[src/rtl/dwf_pkg.sv]
package dwf_pkg;
  localparam int DWF_LANES   = 4;
  localparam int DWF_ENTRIES = 4;
  localparam int DWF_PC_W    = 16;
  localparam int DWF_WID_W   = 4;

  typedef enum logic [1:0] {
    SEL_NONE   = 2'd0,
    SEL_FULL   = 2'd1,
    SEL_OLDEST = 2'd2
  } sel_kind_e;
endpackage

[src/rtl/dwf_match.sv]
module dwf_match #(
  parameter int ENTRIES = 4,
  parameter int LANES   = 4,
  parameter int PC_W    = 16
) (
  input  logic [ENTRIES-1:0]            ent_vld,
  input  logic [ENTRIES-1:0][PC_W-1:0]  ent_pc,
  input  logic [ENTRIES-1:0][LANES-1:0] ent_mask,
  input  logic [ENTRIES-1:0]            excl,
  input  logic [PC_W-1:0]               in_pc,
  input  logic [LANES-1:0]              in_mask,
  output logic [ENTRIES-1:0]            hit,
  output logic [ENTRIES-1:0]            full
);
  localparam logic [LANES-1:0] ALL_LANES = {LANES{1'b1}};

  for (genvar e = 0; e < ENTRIES; e++) begin : g_cmp
    assign hit[e]  = ent_vld[e] && !excl[e] && (ent_pc[e] == in_pc)
                     && ((ent_mask[e] & in_mask) == '0);
    assign full[e] = ent_vld[e] && (ent_mask[e] == ALL_LANES);
  end
endmodule

[src/rtl/dwf_prio.sv]
module dwf_prio #(
  parameter int N = 4
) (
  input  logic [N-1:0] req,
  output logic [N-1:0] gnt,
  output logic         any
);
  assign gnt = req & (~req + N'(1));
  assign any = |req;
endmodule

[src/rtl/dwf_age.sv]
module dwf_age #(
  parameter int N = 4
) (
  input  logic         clk,
  input  logic         rst_n,
  input  logic [N-1:0] alloc,
  input  logic [N-1:0] vld,
  output logic [N-1:0] oldest
);
  // older_q[i][j] set: entry i was allocated before entry j
  logic [N-1:0][N-1:0] older_q, older_d;

  always_comb begin
    older_d = older_q;
    for (int k = 0; k < N; k++) begin
      if (alloc[k]) begin
        for (int j = 0; j < N; j++) begin
          older_d[k][j] = 1'b0;
          if (j != k) older_d[j][k] = 1'b1;
        end
      end
    end
  end

  always_ff @(posedge clk or negedge rst_n) begin
    if (!rst_n) older_q <= '0;
    else if (|alloc) older_q <= older_d;
  end

  always_comb begin
    for (int i = 0; i < N; i++) begin
      logic beaten;
      beaten = 1'b0;
      for (int j = 0; j < N; j++) begin
        if (vld[j] && older_q[j][i]) beaten = 1'b1;
      end
      oldest[i] = vld[i] && !beaten;
    end
  end
endmodule

[src/rtl/dwf_merger.sv]
module dwf_merger
  import dwf_pkg::*;
#(
  parameter int LANES   = DWF_LANES,
  parameter int ENTRIES = DWF_ENTRIES,
  parameter int PC_W    = DWF_PC_W,
  parameter int WID_W   = DWF_WID_W
) (
  input  logic                   clk,
  input  logic                   rst_n,
  input  logic                   in_valid,
  output logic                   in_ready,
  input  logic [PC_W-1:0]        in_pc,
  input  logic [LANES-1:0]       in_mask,
  input  logic [WID_W-1:0]       in_wid,
  output logic                   out_valid,
  input  logic                   out_ready,
  output logic [PC_W-1:0]        out_pc,
  output logic [LANES-1:0]       out_mask,
  output logic [LANES*WID_W-1:0] out_wid
);
  localparam int WIDS_W = LANES * WID_W;

  logic [ENTRIES-1:0]                       vld_q, vld_d;
  logic [ENTRIES-1:0][PC_W-1:0]             pc_q;
  logic [ENTRIES-1:0][LANES-1:0]            mask_q;
  logic [ENTRIES-1:0][LANES-1:0][WID_W-1:0] wid_q;

  logic [ENTRIES-1:0] full_vec, full_gnt, oldest, out_sel, excl;
  logic [ENTRIES-1:0] hit_vec, hit_gnt, alloc_gnt, alloc_vec, ent_en;
  logic               any_full, any_hit, any_free, pool_full, in_zero;
  logic               in_fire, do_merge, do_alloc, out_fire;
  sel_kind_e          sel_kind;

  dwf_match #(.ENTRIES(ENTRIES), .LANES(LANES), .PC_W(PC_W)) u_match (
    .ent_vld (vld_q),
    .ent_pc  (pc_q),
    .ent_mask(mask_q),
    .excl    (excl),
    .in_pc   (in_pc),
    .in_mask (in_mask),
    .hit     (hit_vec),
    .full    (full_vec)
  );

  dwf_prio #(.N(ENTRIES)) u_full_pick (.req(full_vec), .gnt(full_gnt),  .any(any_full));
  dwf_prio #(.N(ENTRIES)) u_hit_pick  (.req(hit_vec),  .gnt(hit_gnt),   .any(any_hit));
  dwf_prio #(.N(ENTRIES)) u_free_pick (.req(~vld_q),   .gnt(alloc_gnt), .any(any_free));

  dwf_age #(.N(ENTRIES)) u_age (
    .clk   (clk),
    .rst_n (rst_n),
    .alloc (alloc_vec),
    .vld   (vld_q),
    .oldest(oldest)
  );

  // Output selection: full entries first, partial entries only on drain or pressure
  assign pool_full = &vld_q;

  always_comb begin
    if (any_full)                                 sel_kind = SEL_FULL;
    else if ((pool_full || !in_valid) && |vld_q) sel_kind = SEL_OLDEST;
    else                                          sel_kind = SEL_NONE;
  end

  assign out_sel   = any_full ? full_gnt : oldest;
  assign out_valid = (sel_kind != SEL_NONE);
  assign excl      = (any_full || pool_full) ? out_sel : '0;

  always_comb begin
    out_pc   = '0;
    out_mask = '0;
    out_wid  = '0;
    for (int e = 0; e < ENTRIES; e++) begin
      if (out_sel[e]) begin
        out_pc   = pc_q[e];
        out_mask = mask_q[e];
        out_wid  = WIDS_W'(wid_q[e]);
      end
    end
  end

  // Input acceptance
  assign in_zero   = ~|in_mask;
  assign in_ready  = in_zero || any_hit || any_free;
  assign in_fire   = in_valid && in_ready && !in_zero;
  assign do_merge  = in_fire && any_hit;
  assign do_alloc  = in_fire && !any_hit;
  assign out_fire  = out_valid && out_ready;
  assign alloc_vec = do_alloc ? alloc_gnt : '0;
  assign ent_en    = (do_merge ? hit_gnt : '0) | alloc_vec;

  always_comb begin
    vld_d = vld_q;
    for (int e = 0; e < ENTRIES; e++) begin
      if (out_fire && out_sel[e]) vld_d[e] = 1'b0;
      if (alloc_vec[e])           vld_d[e] = 1'b1;
    end
  end

  always_ff @(posedge clk or negedge rst_n) begin
    if (!rst_n) vld_q <= '0;
    else        vld_q <= vld_d;
  end

  for (genvar e = 0; e < ENTRIES; e++) begin : g_ent
    logic [LANES-1:0]            mask_d;
    logic [LANES-1:0][WID_W-1:0] wid_d;

    always_comb begin
      if (alloc_vec[e]) begin
        mask_d = in_mask;
        for (int l = 0; l < LANES; l++) wid_d[l] = in_mask[l] ? in_wid : '0;
      end else begin
        mask_d = mask_q[e] | in_mask;
        for (int l = 0; l < LANES; l++) wid_d[l] = in_mask[l] ? in_wid : wid_q[e][l];
      end
    end

    always_ff @(posedge clk) begin
      if (ent_en[e]) begin
        if (alloc_vec[e]) pc_q[e] <= in_pc;
        mask_q[e] <= mask_d;
        wid_q[e]  <= wid_d;
      end
    end
  end
endmodule

[config.mk]
export PLATFORM = sky130hd
export DESIGN_NAME = dwf_merger
export DESIGN_NICKNAME = d
export VERILOG_FILES = /design/src/rtl/dwf_pkg.sv /design/src/rtl/dwf_match.sv /design/src/rtl/dwf_prio.sv /design/src/rtl/dwf_age.sv /design/src/rtl/dwf_merger.sv
export SDC_FILE = /design/constraint.sdc
export NUM_CORES = 1
export LEC_CHECK = 0
export ABC_AREA = 1
export CAP_MARGIN = 30
export CORE_UTILIZATION = 59
export DETAILED_ROUTE_END_ITERATION = 8
export DONT_BUFFER_PORTS = 1
export PLACE_DENSITY = 0.76
export SLEW_MARGIN = 20
export SYNTH_ARGS = -nofsm -noshare
export SYNTH_HDL_FRONTEND = slang
export SYNTH_SLANG_ARGS = --single-unit
[constraint.sdc]
create_clock -name clk -period 5.7 [get_ports clk]
set_clock_uncertainty 0.15 [all_clocks]
set_input_delay 0.57 -clock clk [delete_from_list [all_inputs] [get_ports clk]]
set_output_delay 0.57 -clock clk [all_outputs]
set_load 0.02 [all_outputs]
==> results of run 1 <==
-- Yosys cell counts --
master | instances | area share
edfxtp_1 | 144 | 0.48
nor2_8 | 2 | 0.0045
inv_2 | 6 | 0.0025
clkbuf_1 | 24 | 0.010
o22ai_1 | 17 | 0.012
o21ai_1 | 5 | 0.0028
a31oi_1 | 34 | 0.024
nand3_1 | 42 | 0.023
nor2_4 | 5 | 0.0063
inv_1 | 92 | 0.038
nand2_2 | 7 | 0.0049
nand3_2 | 3 | 0.0033
a21oi_2 | 3 | 0.0029
dfrtp_1 | 16 | 0.045
buf_2 | 12 | 0.0067
nor4_1 | 2 | 0.0014
a21oi_1 | 12 | 0.0067
and3_1 | 1 | 0.00070
xor2_1 | 7 | 0.0068
nor2_2 | 2 | 0.0014
nor2_1 | 117 | 0.049
o221ai_1 | 1 | 0.00098
o21ai_0 | 35 | 0.020
clkinv_2 | 1 | 0.00056
o2bb2ai_1 | 1 | 0.00098
nand3b_1 | 2 | 0.0017
nor3_1 | 4 | 0.0022
or2_2 | 1 | 0.00070
nand4_4 | 3 | 0.0071
nand4_1 | 22 | 0.015
a31o_2 | 1 | 0.00098
buf_6 | 5 | 0.0063
xnor2_1 | 4 | 0.0039
o211ai_1 | 2 | 0.0017
clkinv_1 | 2 | 0.00084
nand2_1 | 480 | 0.20
nand4_2 | 1 | 0.0014
or2_1 | 1 | 0.00070
o2111ai_1 | 1 | 0.00098
-- path summary, 6_finish.rpt --
check                      depth (start not counted)               end  slack, ns
hold reg to reg                                    2  u_age.older_q[6]       0.34
setup / recovery                                  10         out_pc[1]       1.63
setup reg to reg                                  11           pc_q[3]       2.16
max in group asynchronous                          1          vld_q[0]       4.50
hold / removal                                     0          pc_q[41]       0.08
min in group asynchronous                          1  u_age.older_q[2]       0.46
-- worst max-delay path, delay by kind of cell (launching register included) --
family                 cells  cell delay (ns)
AOI/OAI and AO/OA          2             0.76
buffers and inverters      1             0.16
DFF                        1             0.56
and+or+nand+nor            7             1.43
-- final cells by class --
cell class	count	area, um2
tap	184	230
fill	1241	5040
sequential	160	4720
clock inverter	14	140
clock buffer	18	429
multi-input combinational	818	3680
timing repair buffer	10	77.6
inverter	101	380
-- logic make-up (layout without fill, tap and decap cells) --
| logic type | Yosys count | count (layout) | share of synthesized area |
|---|---|---|---|
| compound gates | 112 | 112 | 0.0730 |
| xor+xnor | 11 | 11 | 0.0107 |
| flops | 160 | 160 | 0.526 |
| simple gates | 695 | 695 | 0.325 |
| buf+inv | 142 | 143 | 0.0654 |
-- per-layer routing --
layer,part of all wire,global-route usage,wire length (um),vias to the layer above
met2,0.42,0.523,11600,624
met3,0.15,0.123,4270,60
met5,0,0,0,-
met4,0.021,0.0976,580,0
li1,-,-,-,3661
met1,0.41,0.527,11200,3736
-- metrics by stage --
step	area (um2)	hold slack (ns)	instances	util	total power, mW
after global routing	9660	0.0677	1305	0.657	5.43
after floorplan	8980	0.124	1120	-	3.49
after CTS	9660	0.0755	1304	0.657	5.14
final	9660	0.0772	1305	0.657	5.19
after detailed placement	9080	0.125	1271	0.617	4.03
after global placement	9070	0.125	1271	0.617	3.98
-- state kept, by name, summed over array words and instances, names as in the netlist --
name	count
wid_q	64
vld_q	4
mask_q	16
u_age.older_q	12
pc_q	64
-- power by group --
part / internal, mW / switching [mW] / leakage, nW
Clock: 0.643 / 0.473 / 0.278
Sequential: 1.58 / 0.167 / 1.49
Combinational: 0.528 / 1.80 / 2.50
==> flow_summary_export.csv, run 1 <==
group,metric,value,unit
sta,fmax,246,MHz
power,total_leakage_power,4.27,nW
cts,cts_setup_buffers,0,
sta,fin_crit_sh,0.714,
critical_path,cp_max_fo,24,
floorplanning,rows,44,
drt,routed_wl,27.7,mm
synth,yosysWarnings,0,
critical_path,path_cells,"nand2_1 > nor2_4 > nor2_8 > nand3_1 > nand2_2 > clkinv_1 > nand2_1 > o22ai_1 > nand2_1 > a31oi_1",
power,power.density,537,nW/um2
flow_run,cap_violations,0,
run_status,status,"finished, violations left",
global_routing,grt_util_all_layers,0.364,
floorplanning,die_h,125,um
sta,rsz0062_at_grt,"false",
critical_path,crit_required,4.98,ns
critical_path,critPathMostFrequentCell,"nand2_1",
synth,synth_fp_nets,1148,
sta,drv_slew,0,
drt,drc_errors,4,
sta,worst_pin_slew,0.839,ns
floorplanning,die-width,125,um
cts,numCtsBuffers,17,
drt,wl_per_cell,21.2,um
drt,drt_pre_antenna_iters,9,
critical_path,cp-end-kind,"output port",
finish,final_common_cell,"nand2_1",
power,peakVddDrop,0.000500,V
floorplanning,dieArea,15700,um2
floorplanning,core,14700,um2
place,gp_congestion,1.09,
global_routing,overflow,0,
finish,n_antenna_cell,0,
finish,nets,1136,
finish,final_cell_mix,"nand2_1, edfxtp_1, nor2_1",
floorplanning,num_io_pins,66,
global_routing,antenna_found_initial,0,
critical_path,cp-start-kind,"flip-flop",
run_status,violations,"design-rule violations",
global_routing,grt_pass1_wl,42.2,mm
drt,drtIter0Drc,1239,
cts,cts_tree,"built",
worst_hold_path,hp-start,"in_pc[9]",
worst_hold_path,holdCritPathClass,"input port to flip-flop",
cts,postCtsHoldBufs,1,
synth,netlist_instances,1120,
cts,cts_buffer_depth,2,
critical_path,arrival,3.35,ns
drt,vias_per_cell,6.19,
cts,root_buffer,"clkbuf_16",
place,port_buffers,0,
critical_path,crit_slowest_cell,"dfrtp_1",
critical_path,timing.rr.start,"vld_q[1]",
synth,syn_avg_cell_area,8.02,um2
sta,hold_violations,0,
cts,cts_resized,0,
critical_path,max_stage_delay,0.56,ns
synth,ys_seq_area_frac,0.526,
synth,syn_area,8980,um2
critical_path,setup.worst_path.start,"vld_q[1]",
place,hpwl,20.0,mm
global_routing,grt_pass1_vias,7548,
cts,clk_latency,0.43,ns
finish,syn_to_final_growth,7.64,%
drt,dr_total_vias,8081,
sta,setup_viol,0,
cts,cts_max_level,4,
sta,period_minus_slack,4.07,ns
synth,ys_types,39,
cts,clk_pin_slew,0.07,ns
finish,drive_above_1_share,0.0660,
sta,setup_slack,1.63,ns
global_routing,grt_max_degree,53,
place,place_ws,1.95,ns
sta,maxSlewHeadroom,0.440,
critical_path,worstSetupPathType,"flip-flop to output port",
cts,cts_num_sinks,160,
floorplanning,initial_core_util,0.611,
drt,antenna_left,0,
sta,fin_setup_tns,0,ns
synth,ys_ff_latch,160,
Power figures use the tool's default switching activity.
==> inputs of run 2 (changes only) <==
Settings changed: ABC_AREA 1 to 0, CORE_UTILIZATION 59 to 58, PLACE_DENSITY 0.76 to 0.77.
Clock period 5.7 ns to 3.4 ns, I/O delays scaled along.
==> flow_summary_export.csv, run 2 <==
group,metric,value,unit
sta,setup_slack,0.0361,ns
critical_path,timing.rr.start,"vld_q[1]",
power,peakVddDrop,0.000517,V
critical_path,crit_slowest_cell,"dfrtp_1",
sta,hold_ws,0.0111,ns
sta,period_minus_slack,3.36,ns
synth,ys_ff_latch,160,
power,power,9.30,mW
critical_path,worstSetupPathType,"flip-flop to output port",
cts,cts_tree,"built",
drt,vias_per_cell,6.60,
floorplanning,dieArea,14600,um2
cts,numCtsBuffers,17,
critical_path,max_stage_delay,0.52,ns
critical_path,path_cells,"a22oi_1 > nand3_1 > nor3_1 > o22a_4 > buf_12 > buf_12 > a211oi_1 > o31ai_1 > buf_4",
synth,ys_async_sr_fraction,0.100,
cts,cts_buffer_depth,2,
cts,cts_num_sinks,160,
drt,antenna_left,0,
sta,worst_pin_slew,0.827,ns
finish,n_fill_cell,966,
synth,synth_edf_count,144,
synth,netlist_instances,695,
critical_path,cp_max_fo,24,
floorplanning,die_h,121,um
drt,drtIter0Drc,805,
floorplanning,core,13800,um2
global_routing,antenna_found_initial,0,
synth,yosys-top-cells-area,"edfxtp_1, xor2_1, dfrtp_1",
finish,nets,780,
synth,synth_top_area_frac,0.528,
place,gp_congestion,0.927,
finish,reg_top3,"pc_q (64), wid_q (64), mask_q (16)",
cts,clk_pin_slew,0.06,ns
cts,root_buffer,"clkbuf_16",
global_routing,grt_max_degree,41,
synth,yosys-top-cells-count,"edfxtp_1, nand2_1, xor2_1",
place,place_ws,0.239,ns
synth,syn_area,8190,um2
critical_path,cp-start-kind,"flip-flop",
worst_hold_path,holdCritPathClass,"input port to flip-flop",
synth,synth-main-ff-cell,"edfxtp_1",
finish,drive_above_1_share,0.156,
power,power.density,968,nW/um2
floorplanning,initial_core_util,0.592,
sta,fmax,297,MHz
critical_path,reg2reg_depth,8,
sta,setup_viol,0,
power,total_leakage_power,3.46,nW
drt,drt_pre_antenna_iters,5,
finish,syn_to_final_growth,17.4,%
sta,hold_violations,0,
drt,dr_total_vias,6239,
cts,cts_max_level,4,
critical_path,critPathCapture,"out_mask[3]",
critical_path,cp-end-kind,"output port",
critical_path,crit_required,2.91,ns
floorplanning,num_io_pins,66,
global_routing,grt_util_all_layers,0.323,
global_routing,overflow,0,
drt,routed_wl,22.8,mm
synth,syn_avg_cell_area,11.8,um2
finish,final_common_cell,"edfxtp_1",
sta,maxSlewHeadroom,0.446,
sta,fin_setup_tns,0,ns
finish,n_antenna_cell,0,
sta,fin_crit_sh,0.989,
critical_path,timing.rr.end,"pc_q[60]",
floorplanning,rows,43,
synth,synth_most_common_cell,"edfxtp_1",
place,hpwl,14.1,mm
global_routing,grt_pass1_wl,34.3,mm
sta,rsz0062_at_grt,"false",
synth,synth_fp_nets,723,
sta,drv_slew,0,
place,port_buffers,0,
flow_run,cap_violations,0,
critical_path,critPathMostFrequentCell,"buf_12",
finish,final_cell_mix,"edfxtp_1, buf_4, nand2_1",
synth,yosys.area.top_type,"edfxtp_1",
drt,wl_per_cell,24.1,um
drt,drc_errors,0,
run_status,status,"completed",
synth,ys_types,53,
synth,ys_seq_area_frac,0.577,
critical_path,arrival,2.87,ns
cts,clk_latency,0.43,ns
critical_path,r2r_slack,0.15,ns
floorplanning,die-width,121,um
synth,yosysWarnings,0,
global_routing,grt_pass1_vias,6140,
critical_path,setup.worst_path.start,"vld_q[0]",
## run 2: cell types whose count changed after synthesis, moves of 33 or more
cell	delta
xor2_1	+45
a211oi_1	+36
nand2_1	-425
o21a_1	+33
inv_1	-81
o31ai_1	+36
nor3b_1	+37
nor2_1	-76
a31oi_1	-33
## run 2: layer usage
metal | up-vias | wire length, um | global-route usage
met4 | 0 | 728 | 0.153
li1 | 2735 | - | -
met3 | 63 | 1790 | 0.0637
met5 | - | 0 | 0
met1 | 3070 | 8910 | 0.414
met2 | 371 | 11300 | 0.526
## run 2: area by class of cell
class / count / area (um2) / share of cell area
sequential: 160 / 4730 / 0.492
multi-input combinational: 468 / 3210 / 0.334
tap: 180 / 225 / 0.0234
inverter: 13 / 50.0 / 0.00521
timing repair buffer: 92 / 806 / 0.0838
clock buffer: 18 / 429 / 0.0446
clock inverter: 14 / 163 / 0.0169
## run 2: timing repair
item | 4_1_cts | 5_1_grt
gates resized for setup | 2 | 5
pin swaps | 0 | 3
hold buffers | 26 | 0
endpoints found under the setup margin | 32 | 39
endpoints found under the hold margin | 132 | 0
buffers inserted | 2 | 2
## run 2: through the flow
stage,cell area [um2],instances,utilization
after global placement,8670,883,0.627
final,9610,945,0.695
after detailed placement,8670,883,0.627
after CTS,9570,943,0.692
after floorplan,8190,695,-
after global routing,9610,945,0.695
## run 2: cells by family (layout without fill, tap and decap cells)
| logic type | after synthesis | after routing | synth area share |
|---|---|---|---|
| flip-flops | 160 | 160 | 0.577 |
| buffers and inverters | 67 | 137 | 0.0359 |
| AO/OA/AOI/OAI | 205 | 205 | 0.185 |
| AND/OR/NAND/NOR | 199 | 199 | 0.134 |
| XOR/XNOR | 64 | 64 | 0.0684 |
## run 2: worst min-delay path by stage
stage	startpoint	end	slack [ns]	cells after the start
4_1_cts	in_wid[1]	wid_q[37]	0.008	1
3_5_place_dp	rst_n	u_age.older_q[6]	-0.11	0
3_3_place_gp	rst_n	u_age.older_q[2]	-0.11	0
5_1_grt	in_wid[3]	wid_q[47]	0.01	1
6_report	in_wid[1]	wid_q[37]	0.01	1
2_1_floorplan	rst_n	u_age.older_q[11]	-0.11	0
## run 2: where the power goes
part | switching (mW) | internal [mW] | total, mW | leakage (nW)
Combinational | 2.77 | 1.76 | 4.53 | 1.69
Sequential | 0.251 | 2.58 | 2.83 | 1.49
Clock | 0.786 | 1.15 | 1.94 | 0.277
Total | 3.80 | 5.50 | 9.30 | 3.46
## run 2: critical path, delay by kind of cell, from the launching register on
kind                   cells  cell delay, ns
flip-flops                 1            0.52
AO/OA/AOI/OAI              4            0.98
AND/OR/NAND/NOR            2            0.43
buffers and inverters      3            0.51
